===== src/rtl/spi_eeprom_ctrl.sv =====
module spi_eeprom_ctrl #(
  parameter int WORDS      = 256,
  parameter int ADDR_BITS  = 8,
  parameter int OP_BITS    = 8,
  parameter int PAGE_BYTES = 8,
  parameter int HALF       = 2,
  parameter int MAX_POLL   = 8,
  parameter int OFF_W      = 16,
  parameter int OP_RD      = 'h03,
  parameter int OP_WR      = 'h02,
  parameter int OP_WREN    = 'h06,
  parameter int OP_RDSR    = 'h05,
  parameter int OP_A8      = 'h08
) (
  input  logic             clk,
  input  logic             rst_n,
  input  logic             cmd_valid,
  output logic             cmd_ready,
  input  logic             cmd_write,
  input  logic [OFF_W-1:0] cmd_offset,
  input  logic [OFF_W-1:0] cmd_count,
  input  logic             wr_valid,
  output logic             wr_ready,
  input  logic [15:0]      wr_data,
  output logic             rd_valid,
  input  logic             rd_ready,
  output logic [15:0]      rd_data,
  output logic             bus_req,
  input  logic             bus_gnt,
  output logic             spi_cs_n,
  output logic             spi_sck,
  output logic             spi_mosi,
  input  logic             spi_miso,
  output logic             err
);
  localparam int PH_W = $clog2(2*HALF);
  localparam int PC_W = $clog2(MAX_POLL) + 1;
  localparam logic [15:0] LD_RDSR = 16'(OP_RDSR) << (16 - OP_BITS);
  localparam logic [15:0] LD_WREN = 16'(OP_WREN) << (16 - OP_BITS);
  localparam logic [OFF_W-1:0] PG_MASK = OFF_W'(PAGE_BYTES/2 - 1);

  typedef enum logic [3:0] {
    IDLE, GRANT, SEL, POLL_OP, POLL_IN, STBY_HI, STBY_LO, WREN,
    CMD_OP, CMD_ADDR, RD_WORD, RD_HOLD, WR_FETCH, WR_WORD, FINISH
  } st_t;

  st_t st, after;
  logic [PH_W-1:0]  ph;
  logic [4:0]       nbits;
  logic [15:0]      sh, rd_buf, word_in, cmd_ld, addr_ld;
  logic [OFF_W-1:0] off, rem;
  logic [PC_W-1:0]  pc;
  logic is_wr, req, err_q, shifting, bit_end, last, tmo, a8, bad, page_edge;

  assign shifting  = st inside {POLL_OP, POLL_IN, WREN, CMD_OP, CMD_ADDR, RD_WORD, WR_WORD};
  assign bit_end   = shifting && ph == PH_W'(2*HALF - 1);
  assign last      = bit_end && nbits == 5'd1;
  assign tmo       = (st inside {SEL, STBY_HI, STBY_LO}) && ph == PH_W'(HALF - 1);
  assign word_in   = {sh[14:0], spi_miso};
  assign a8        = (ADDR_BITS == 8) && off[7];
  assign cmd_ld    = (16'(is_wr ? OP_WR : OP_RD) | (a8 ? 16'(OP_A8) : 16'd0)) << (16 - OP_BITS);
  assign addr_ld   = 16'({off, 1'b0}) << (16 - ADDR_BITS);
  assign page_edge = ((off + 1'b1) & PG_MASK) == '0;
  assign bad       = (32'(cmd_offset) >= WORDS) || (cmd_count == '0) ||
                     (32'(cmd_offset) + 32'(cmd_count) > WORDS);

  assign cmd_ready = st == IDLE;
  assign wr_ready  = st == WR_FETCH;
  assign rd_valid  = st == RD_HOLD;
  assign rd_data   = rd_buf;
  assign bus_req   = req;
  assign err       = err_q;
  assign spi_cs_n  = st inside {IDLE, GRANT, STBY_HI, FINISH};
  assign spi_sck   = shifting && ph >= PH_W'(HALF);
  assign spi_mosi  = shifting && !(st inside {POLL_IN, RD_WORD}) && sh[15];

  always_ff @(posedge clk or negedge rst_n) begin
    if (!rst_n) begin
      st <= IDLE; after <= IDLE; ph <= '0; nbits <= '0; sh <= '0; rd_buf <= '0;
      off <= '0; rem <= '0; pc <= '0; is_wr <= 1'b0; req <= 1'b0; err_q <= 1'b0;
    end else begin
      if (shifting)                              ph <= bit_end ? '0 : ph + 1'b1;
      else if (tmo)                              ph <= '0;
      else if (st inside {SEL, STBY_HI, STBY_LO}) ph <= ph + 1'b1;
      else                                       ph <= '0;
      if (bit_end) begin
        sh <= word_in;
        nbits <= nbits - 5'd1;
      end
      case (st)
        IDLE: if (cmd_valid) begin
          if (bad) err_q <= 1'b1;
          else begin
            req <= 1'b1; off <= cmd_offset; rem <= cmd_count; is_wr <= cmd_write; st <= GRANT;
          end
        end
        GRANT: if (bus_gnt) begin st <= SEL; pc <= '0; end
        SEL: if (tmo) begin sh <= LD_RDSR; nbits <= 5'(OP_BITS); st <= POLL_OP; end
        POLL_OP: if (last) begin nbits <= 5'd8; st <= POLL_IN; end
        POLL_IN: if (last) begin
          st <= STBY_HI;
          if (!spi_miso) after <= is_wr ? WREN : CMD_OP;
          else if (pc == PC_W'(MAX_POLL - 1)) begin err_q <= 1'b1; st <= FINISH; end
          else begin pc <= pc + 1'b1; after <= POLL_OP; end
        end
        STBY_HI: if (tmo) st <= STBY_LO;
        STBY_LO: if (tmo) begin
          st <= after;
          nbits <= 5'(OP_BITS);
          case (after)
            POLL_OP: sh <= LD_RDSR;
            WREN:    sh <= LD_WREN;
            default: sh <= cmd_ld;
          endcase
        end
        WREN: if (last) begin st <= STBY_HI; after <= CMD_OP; end
        CMD_OP: if (last) begin sh <= addr_ld; nbits <= 5'(ADDR_BITS); st <= CMD_ADDR; end
        CMD_ADDR: if (last) begin nbits <= 5'd16; st <= is_wr ? WR_FETCH : RD_WORD; end
        RD_WORD: if (last) begin rd_buf <= {word_in[7:0], word_in[15:8]}; st <= RD_HOLD; end
        RD_HOLD: if (rd_ready) begin
          rem <= rem - 1'b1;
          if (rem == OFF_W'(1)) st <= FINISH;
          else begin nbits <= 5'd16; st <= RD_WORD; end
        end
        WR_FETCH: if (wr_valid) begin
          sh <= {wr_data[7:0], wr_data[15:8]}; nbits <= 5'd16; st <= WR_WORD;
        end
        WR_WORD: if (last) begin
          off <= off + 1'b1;
          rem <= rem - 1'b1;
          if (rem == OFF_W'(1)) st <= FINISH;
          else if (page_edge) begin st <= STBY_HI; after <= POLL_OP; pc <= '0; end
          else st <= WR_FETCH;
        end
        FINISH: begin req <= 1'b0; st <= IDLE; end
        default: st <= IDLE;
      endcase
    end
  end

  p_sck_idle_r10: assert property (@(posedge clk) disable iff (!rst_n)
    spi_cs_n |-> !spi_sck);
  p_sel_needs_req_r4: assert property (@(posedge clk) disable iff (!rst_n)
    !spi_cs_n |-> bus_req);
  p_err_sticky_r11: assert property (@(posedge clk) disable iff (!rst_n)
    err |=> err);
  p_rd_hold_r12: assert property (@(posedge clk) disable iff (!rst_n)
    rd_valid && !rd_ready |=> rd_valid && $stable(rd_data));
  p_reject_zero_r1: assert property (@(posedge clk) disable iff (!rst_n)
    cmd_valid && cmd_ready && cmd_count == '0 |=> err && !bus_req);
  p_wr_in_frame_r8: assert property (@(posedge clk) disable iff (!rst_n)
    wr_ready |-> !spi_cs_n && bus_req);
endmodule


===== config.mk =====
export PLATFORM = sky130hd
export DESIGN_NAME = spi_eeprom_ctrl
export DESIGN_NICKNAME = d
export VERILOG_FILES = /design/src/rtl/spi_eeprom_ctrl.sv
export SDC_FILE = /design/constraint.sdc
export NUM_CORES = 1
export LEC_CHECK = 0
export ABC_AREA = 1
export BUFFER_PORTS_ARGS = -buffer_cell sky130_fd_sc_hd__buf_2
export CORE_MARGIN = 8
export CORE_UTILIZATION = 59
export DETAILED_ROUTE_END_ITERATION = 8
export PLACE_DENSITY = 0.81
export SYNTH_ARGS = -nofsm -noshare
export SYNTH_HDL_FRONTEND = slang
export SYNTH_SLANG_ARGS = --single-unit
export TNS_END_PERCENT = 20

===== constraint.sdc =====
create_clock -name clk -period 2.6 [get_ports clk]
set_input_delay 0.52 -clock clk [delete_from_list [all_inputs] [get_ports clk]]
set_output_delay 0.52 -clock clk [all_outputs]
set_load 0.005 [all_outputs]

==> results of run 1 <==
kinds of logic after synthesis:
kind of cell | synth area share
AND/OR/NAND/NOR | 0.361
buffers and inverters | 0.0927
AO/OA/AOI/OAI | 0.126
flip-flops | 0.314
adder cells (fa/ha/maj) | 0.0542
multiplexers | 0.0385
XOR/XNOR | 0.0143
layout make-up:
type                            count  area, um^2
Tap cell                          136         170
Inverter                          118         444
Sequential cell                    77        1930
Timing Repair Buffer              143         882
Clock buffer                       10         128
Clock inverter                      6        71.3
Fill cell                         894        2910
Multi-Input combinational cell    668        3700
placed cells by master, fill, tap and decap left out, types with 5 or more instances in the layout:
cell type	n
sky130_fd_sc_hd__mux2i_1	9
sky130_fd_sc_hd__nor2_1	85
sky130_fd_sc_hd__inv_1	106
sky130_fd_sc_hd__mux2_2	13
sky130_fd_sc_hd__buf_2	78
sky130_fd_sc_hd__nor2_2	9
sky130_fd_sc_hd__nand2_1	228
sky130_fd_sc_hd__nand2_2	13
sky130_fd_sc_hd__ha_1	24
sky130_fd_sc_hd__o21ai_2	6
sky130_fd_sc_hd__a31oi_1	6
sky130_fd_sc_hd__a21oi_1	30
sky130_fd_sc_hd__xor2_1	6
sky130_fd_sc_hd__nor3_1	12
sky130_fd_sc_hd__buf_4	64
sky130_fd_sc_hd__nand3_1	68
sky130_fd_sc_hd__nand4_1	40
sky130_fd_sc_hd__o21ai_0	56
sky130_fd_sc_hd__o21a_1	5
sky130_fd_sc_hd__or2_2	5
sky130_fd_sc_hd__inv_2	11
sky130_fd_sc_hd__dfrtp_1	73
sky130_fd_sc_hd__clkbuf_8	9
registers in the layout, indices dropped and copies added, names as in the netlist:
signal,count
after,3
is_wr,1
st,4
off,8
pc,4
rd_data,16
err,1
ph,2
nbits,5
rem,16
bus_req,1
sh,16
through the flow:
stage | setup slack, ps | power (W) | TNS [ps] | utilization
2_1_floorplan | 3.08 | 0.00385 | 0 | -
3_3_place_gp | -199 | 0.00453 | -4850 | 0.691
3_5_place_dp | -294 | 0.00458 | -7390 | 0.691
4_1_cts | 40.1 | 0.00554 | 0 | 0.710
5_1_grt | 7.49 | 0.00609 | 0 | 0.716
6_report | 165 | 0.00563 | 0 | 0.716
per-layer routing:
| metal | track usage | up-vias | share of wire |
|---|---|---|---|
| met1 | 0.293 | 2838 | 0.41 |
| met4 | 0.108 | 0 | 0.036 |
| met5 | 0 | - | 0 |
| met3 | 0.0537 | 53 | 0.069 |
| li1 | - | 3188 | - |
| met2 | 0.418 | 241 | 0.48 |
critical path: stages (launching register included):
cell,delay (ps)
sky130_fd_sc_hd__dfrtp_2,470
sky130_fd_sc_hd__inv_2,130
sky130_fd_sc_hd__nand2_2,100
sky130_fd_sc_hd__nor2_2,220
sky130_fd_sc_hd__inv_2,100
sky130_fd_sc_hd__nand3_4,110
sky130_fd_sc_hd__inv_1,70
sky130_fd_sc_hd__nor4_1,190
sky130_fd_sc_hd__buf_2,170
worst max-delay path by stage:
stage / start / endpoint / slack [ps] / cells past startpoint
2_1_floorplan: cmd_offset[0] / rem[6] / 3 / 16
3_3_place_gp: cmd_count[0] / rem[10] / -200 / 16
3_5_place_dp: cmd_count[0] / rem[0] / -290 / 16
4_1_cts: cmd_count[0] / rem[3] / 40 / 16
5_1_grt: cmd_offset[9] / rem[3] / 7 / 16
6_report: st[2] / spi_mosi / 160 / 8
power by group through the flow:
stage	clock (W)	sequential (W)	combinational, W
after global placement	0	0.00185	0.00268
after detailed placement	0	0.00185	0.00273
final	0.000943	0.00186	0.00283
after floorplan	0	0.00176	0.00208
after CTS	0.000954	0.00184	0.00275
after global routing	0.00100	0.00191	0.00319
timing repair:
action                     in CTS  in global routing
resized for setup               0                 15
hold endpoints to repair        0                  0
setup endpoints to repair       0                 29
==> flow_summary.rst, run 1 <==
.. list-table::
   :header-rows: 1

   * - Metric
     - Value
   * - Number of nets produced by synthesis
     - 966
   * - Proportion of layout cells with a drive suffix above 1
     - 0.240
   * - Flip-flop cell with the highest count after synthesis
     - sky130_fd_sc_hd__dfrtp_1
   * - Critical path capture point type
     - primary output
   * - Placed Area
     - 7070 um^2
   * - Number of hold-repair buffers added at the cts stage
     - 0
   * - Worst hold path type
     - in2async
   * - Max-slew violation count
     - 0
   * - Maximum fanout along the worst path
     - 7
   * - Clock Tree Root
     - sky130_fd_sc_hd__clkbuf_8
   * - Proportion of synthesized chip area in sequential cells
     - 0.314
   * - Final routed DRC violation total
     - 0
   * - Mean post-synth cell area
     - 6.95 um^2
   * - Placed cells
     - 1,141
   * - Worst hold margin
     - 291 ps
   * - Cell with the most instances after synthesis
     - sky130_fd_sc_hd__nand2_1
   * - Average wire per standard cell
     - 14.7 um
   * - Internal power component
     - 0.00304 W
   * - Cell type with the highest aggregate area in the netlist
     - sky130_fd_sc_hd__dfrtp_1
   * - CP required
     - 2080 ps
   * - Switch Pwr
     - 0.00259 W
   * - Total of warnings raised by yosys
     - 0
   * - Worst Reg2Reg Path Length in Cells
     - 15
   * - CTS tree
     - done
   * - Commonest cells post-synth
     - 232 x sky130_fd_sc_hd__nand2_1, 106 x sky130_fd_sc_hd__inv_1, 86 x sky130_fd_sc_hd__nor2_1
   * - Final min period
     - 2440 ps
   * - Power density cells
     - 769 nW/um^2
   * - First-pass GRT wire length
     - 28.9 mm
   * - Share of power burned in combinational logic
     - 0.503
   * - FMAX
     - 0.411 GHz
   * - Slew @ Worst Pin
     - 971 ps
   * - R2r startpoint
     - st[3]
   * - Count of input and output buffers
     - 79
   * - Number of antenna diodes
     - 0
   * - Slew Limit Headroom
     - 0.353
   * - Post-DP HPWL
     - 13.3 mm
   * - Final wirelength
     - 17.1 mm
   * - CTS Sinks
     - 77
   * - Post-Layout Inst Area
     - 7320 um^2
   * - Via count of the first global-routing pass
     - 6,221
   * - Area of the core region
     - 10,200 um^2
   * - Gate count of the mapped netlist
     - 884
   * - GRT Util Overall
     - 0.246
   * - EDFF count, synth
     - 0
   * - Sw Ratio
     - 0.460
   * - Area growth syn-to-layout
     - 19.3%
   * - Count of endpoints failing setup in the final report
     - 0
   * - Post-CTS Setup Bufs
     - 0
   * - Count of endpoints failing hold in the final timing report
     - 0
   * - Skew-Pair Late Insertion Delay
     - 360 ps
   * - RSZ-0062 raised after global routing
     - no
   * - H-tree depth
     - 3
   * - Clock share of power
     - 0.167
   * - Fin nets
     - 1,099
   * - Die Footprint
     - 13,900 um^2
   * - Final GP Congestion
     - 0.956
   * - Site row count
     - 37
   * - Crit path kind
     - reg2out
   * - Maximum number of pins on one net before global-route repair
     - 78
   * - Synth unique cells
     - 50
   * - Fraction of registers with async set/reset
     - 1.00
   * - Total CTS buffers
     - 9
   * - Largest clock skew in the final design
     - 11.2 ps
   * - Share of power burned in registers
     - 0.330
   * - Terminus of the critical flop-to-flop path
     - off[0]
   * - Starting density of the core
     - 0.600
   * - Status
     - completed
   * - Startpoint type of the worst setup path
     - flip-flop
   * - VDD IR-drop max
     - 0.500 mV
   * - Num ports
     - 80
   * - Period Utilization, post-route
     - 0.937
   * - Die boundary height
     - 118 um
   * - Routed Antenna Nets
     - 0
   * - Max-cap viol count
     - 0
   * - Yosys top cell area share
     - 0.314
   * - Layout Cells excl Fill
     - 1,158
   * - First drt pass iteration count
     - 5
   * - Arrival time at the worst endpoint
     - 1920 ps
   * - Most area-consuming cells after synthesis
     - sky130_fd_sc_hd__dfrtp_1 31%, sky130_fd_sc_hd__nand2_1 14%, sky130_fd_sc_hd__inv_1 6.5%
   * - Vias per cell
     - 5.46
   * - Die span in x
     - 118 um
   * - Number of synthesized register bits
     - 77
   * - Detailed Route Iter0 Violations
     - 507
   * - Maximum buffer depth of the clock tree
     - 2
   * - Leakage power
     - 4.07 nW
   * - Initial antenna violation count
     - 0
   * - Overflow left after global routing
     - 0
   * - Register-to-register setup slack
     - 180 ps
   * - Number of vias after detailed routing
     - 6,320
   * - Post-CTS clock slew at the launch and capture registers of the worst setup and hold paths
     - 80 ps
   * - Combined area of all synthesized cells
     - 6140 um^2
Note: power is estimated with default switching activity, not from simulation.
==> inputs of run 2 (changes only) <==
--- a/config.mk
+++ b/config.mk
@@ -10,5 +10,5 @@
 export CORE_MARGIN = 8
-export CORE_UTILIZATION = 59
+export CORE_UTILIZATION = 54
 export DETAILED_ROUTE_END_ITERATION = 8
-export PLACE_DENSITY = 0.81
+export PLACE_DENSITY = 0.78
 export SYNTH_ARGS = -nofsm -noshare
==> constraint.sdc (replaced) <==
create_clock -name clk -period 2.2 [get_ports clk]
set_input_delay 0 -clock clk [delete_from_list [all_inputs] [get_ports clk]]
set_output_delay 0 -clock clk [all_outputs]
set_load 0.005 [all_outputs]
==> run 2 against run 1 <==
Compared with the run above:
- worst setup slack worse by 73 ps
- sequential share of layout area decreased by 1.4 points
- die area up 8.0%
- critical path type is now reg2reg
==> flow_summary.rst, run 2 (synthesis results as in run 1) <==
.. list-table::
   :header-rows: 1

   * - Metric
     - Value
   * - Final min period
     - 2110 ps
   * - Maximum number of pins on one net before global-route repair
     - 46 (-41%)
   * - Placed Area
     - 7220 um^2 (+2.2%)
   * - Startpoint type of the worst setup path
     - flip-flop
   * - Average wire per standard cell
     - 15.3 um (+4.0%)
   * - Final wirelength
     - 18.3 mm (+7.1%)
   * - Sum of internal, switching and leakage power
     - 0.00739 W (+31%)
   * - Largest clock skew in the final design
     - 6.49 ps (-4.74 ps)
   * - Crit path kind
     - reg2reg
   * - Worst path max stage delay
     - 450 ps (-20 ps)
   * - Post-Layout Inst Area
     - 7720 um^2 (+5.5%)
   * - Hold Crit Depth
     - 4
   * - Arrival time at the worst endpoint
     - 2330 ps (+410 ps)
   * - Share of the core filled with cells
     - 0.685 (-0.0306)
   * - Number of antenna diodes
     - 0 (unchanged)
   * - Clock share of power
     - 0.201 (+0.034)
   * - First-pass GRT wire length
     - 29.7 mm (+2.8%)
   * - CTS Sinks
     - 77 (unchanged)
   * - Slew Limit Headroom
     - 0.607 (+0.254)
   * - Status
     - completed
   * - Vias per cell
     - 5.46 (about the same)
   * - Sequence of cells on the critical path
     - inv_1 -> nor2_2 -> inv_2 -> nor2_4 -> inv_2 -> nand3_4 -> nand2_4 -> clkinv_2 -> nand2_8 -> buf_4 -> nand2_2 -> nand3_2 -> nor2_4 -> nand3_2 -> nand2_1 -> nand2_1
   * - Min-Delay Endpoint
     - sh[12]
   * - Area growth syn-to-layout
     - 25.8%
   * - GRT Util Overall
     - 0.246 (-0.000642)
   * - H-tree depth
     - 3 (unchanged)
   * - Skew-Pair Late Insertion Delay
     - 340 ps (-20 ps)
   * - Most common cell after layout, fill and taps aside
     - sky130_fd_sc_hd__nand2_1
   * - Final routed DRC violation total
     - 0 (unchanged)
   * - Period Utilization, post-route
     - 0.958
   * - Overflow left after global routing
     - 0 (unchanged)
   * - Die boundary height
     - 123 um (+3.9%)
   * - CTS tree
     - done
   * - Final GP Congestion
     - 1.01 (+5.7%)
   * - Proportion of layout cells with a drive suffix above 1
     - 0.249 (+0.00908)
   * - Share of power burned in combinational logic
     - 0.498 (-0.005)
   * - Internal power component
     - 0.00412 W (+35%)
   * - Slowest cell on the critical path
     - sky130_fd_sc_hd__dfrtp_2
   * - Critical path capture point type
     - flip-flop
   * - Total CTS buffers
     - 9 (unchanged)
   * - Worst Reg2Reg Path Length in Cells
     - 16 (+1)
   * - Sw Ratio
     - 0.443 (-0.0173)
   * - Number of vias after detailed routing
     - 6,504 (+2.9%)
   * - Starting density of the core
     - 0.545 (-0.0554)
   * - Setup slack after placement
     - -323 ps (-28.5 ps)
   * - VDD IR-drop max
     - 0.557 mV (+11%)
   * - First drt pass iteration count
     - 5 (unchanged)
   * - Maximum fanout along the worst path
     - 6 (-1)
   * - CP required
     - 2420 ps (+340 ps)
   * - FMAX
     - 0.474 GHz
   * - Count of endpoints failing setup in the final report
     - 0 (unchanged)
   * - Switch Pwr
     - 0.00327 W (+26%)
   * - Leakage power
     - 4.26 nW (+4.6%)
   * - Maximum buffer depth of the clock tree
     - 2 (unchanged)
   * - Die Footprint
     - 15,000 um^2 (+8.0%)
   * - RSZ-0062 raised after global routing
     - yes
   * - Max-slew violation count
     - 0 (unchanged)
   * - Post-DP HPWL
     - 14.0 mm (+5.6%)
   * - Slew @ Worst Pin
     - 590 ps (-381 ps)
   * - Register-to-register setup slack
     - 90 ps (-90 ps)
   * - Commonest cells after routing, fill and taps aside
     - 230 x sky130_fd_sc_hd__nand2_1, 106 x sky130_fd_sc_hd__inv_1, 84 x sky130_fd_sc_hd__nor2_1
   * - R2r startpoint
     - st[1]
   * - Count of input and output buffers
     - 79 (unchanged)
   * - Terminus of the critical flop-to-flop path
     - st[3]
   * - Count of endpoints failing hold in the final timing report
     - 0 (unchanged)
   * - Post-CTS clock slew at the launch and capture registers of the worst setup and hold paths
     - 60 ps (-20 ps)
   * - Routed Antenna Nets
     - 0 (unchanged)
   * - PnR worst setup slack
     - 91.8 ps (-72.7 ps)
   * - Site row count
     - 39 (+5.4%)
   * - Initial antenna violation count
     - 0 (unchanged)
   * - Detailed Route Iter0 Violations
     - 465 (-8.3%)
   * - Worst hold path type
     - in2reg
   * - Share of power burned in registers
     - 0.301 (-0.029)
   * - Clock Tree Root
     - sky130_fd_sc_hd__clkbuf_16
   * - Fin nets
     - 1,127 (+2.5%)
   * - Via count of the first global-routing pass
     - 6,292 (+1.1%)
   * - Max-cap viol count
     - 0 (unchanged)
   * - Power density cells
     - 957 nW/um^2 (+24%)
   * - Worst hold margin
     - 16.0 ps (-275 ps)
   * - Worst hold start
     - wr_data[4]
   * - Num ports
     - 80 (unchanged)
   * - Area of the core region
     - 11,300 um^2 (+10%)
   * - Die span in x
     - 123 um (+3.9%)
## run 2: cell types whose count changed in the layout (fill, tap and decap cells not counted), sizes merged
cell	change
buf	+17
clkbuf	-1
clkinv	+1
dlygate4sd3	+11
inv	-1
## run 2: layer usage
| metal | vias up | GRT usage | routed length [um] |
|---|---|---|---|
| li1 | 3242 | - | - |
| met1 | 2976 | 0.295 | 7520 |
| met2 | 237 | 0.420 | 8980 |
| met3 | 49 | 0.0396 | 1050 |
| met4 | 0 | 0.122 | 710 |
| met5 | - | 0 | 0 |
## run 2: worst max-delay path by stage
stage	depth (start not counted)	slack (ps)	endpoint	start
2_1_floorplan	16	90	st[3]	cmd_offset[0]
3_3_place_gp	16	-200	rem[10]	cmd_offset[0]
3_5_place_dp	16	-320	rem[0]	cmd_offset[0]
4_1_cts	16	0.7	st[3]	st[1]
5_1_grt	16	-50	st[3]	cmd_offset[0]
6_report	16	90	st[3]	st[1]
## run 2: cell type report
class | count | area [um^2]
clock buffer | 9 | 225
timing repair buffer | 171 | 1150
tap | 143 | 179
fill | 959 | 3550
sequential | 77 | 1930
inverter | 118 | 444
multi-input combinational | 668 | 3730
clock inverter | 6 | 63.8
## run 2: power by group through the flow
| stage | logic (W) | clock network (W) | registers, W |
|---|---|---|---|
| global placement | 0.00341 | 0 | 0.00219 |
| floorplan | 0.00245 | 0 | 0.00208 |
| finish | 0.00368 | 0.00148 | 0.00222 |
| detailed placement | 0.00347 | 0 | 0.00220 |
| CTS | 0.00351 | 0.00149 | 0.00218 |
| global route | 0.00410 | 0.00157 | 0.00226 |
## run 2: timing repair
action                                  4_1_cts  5_1_grt
pin swaps                                     0        2
hold buffers                                 11        0
hold endpoints to repair                     52        0
setup buffers                                 0        2
endpoints found under the setup margin        1       47
resized for setup                             1       20
cloned                                        0        1
## run 2: worst max-delay path, delay by kind of cell (launching register included)
family | cells | cell delay [ps]
AND/OR/NAND/NOR | 11 | 1070
buffers and inverters | 5 | 460
flip-flops | 1 | 450
## run 2: per-stage QoR
step / TNS, ps / std cells
global placement: -4830 / 1163
detailed placement: -8210 / 1163
floorplan: 0 / 884
global route: -359 / 1192
CTS: 0 / 1189
finish: 0 / 1192
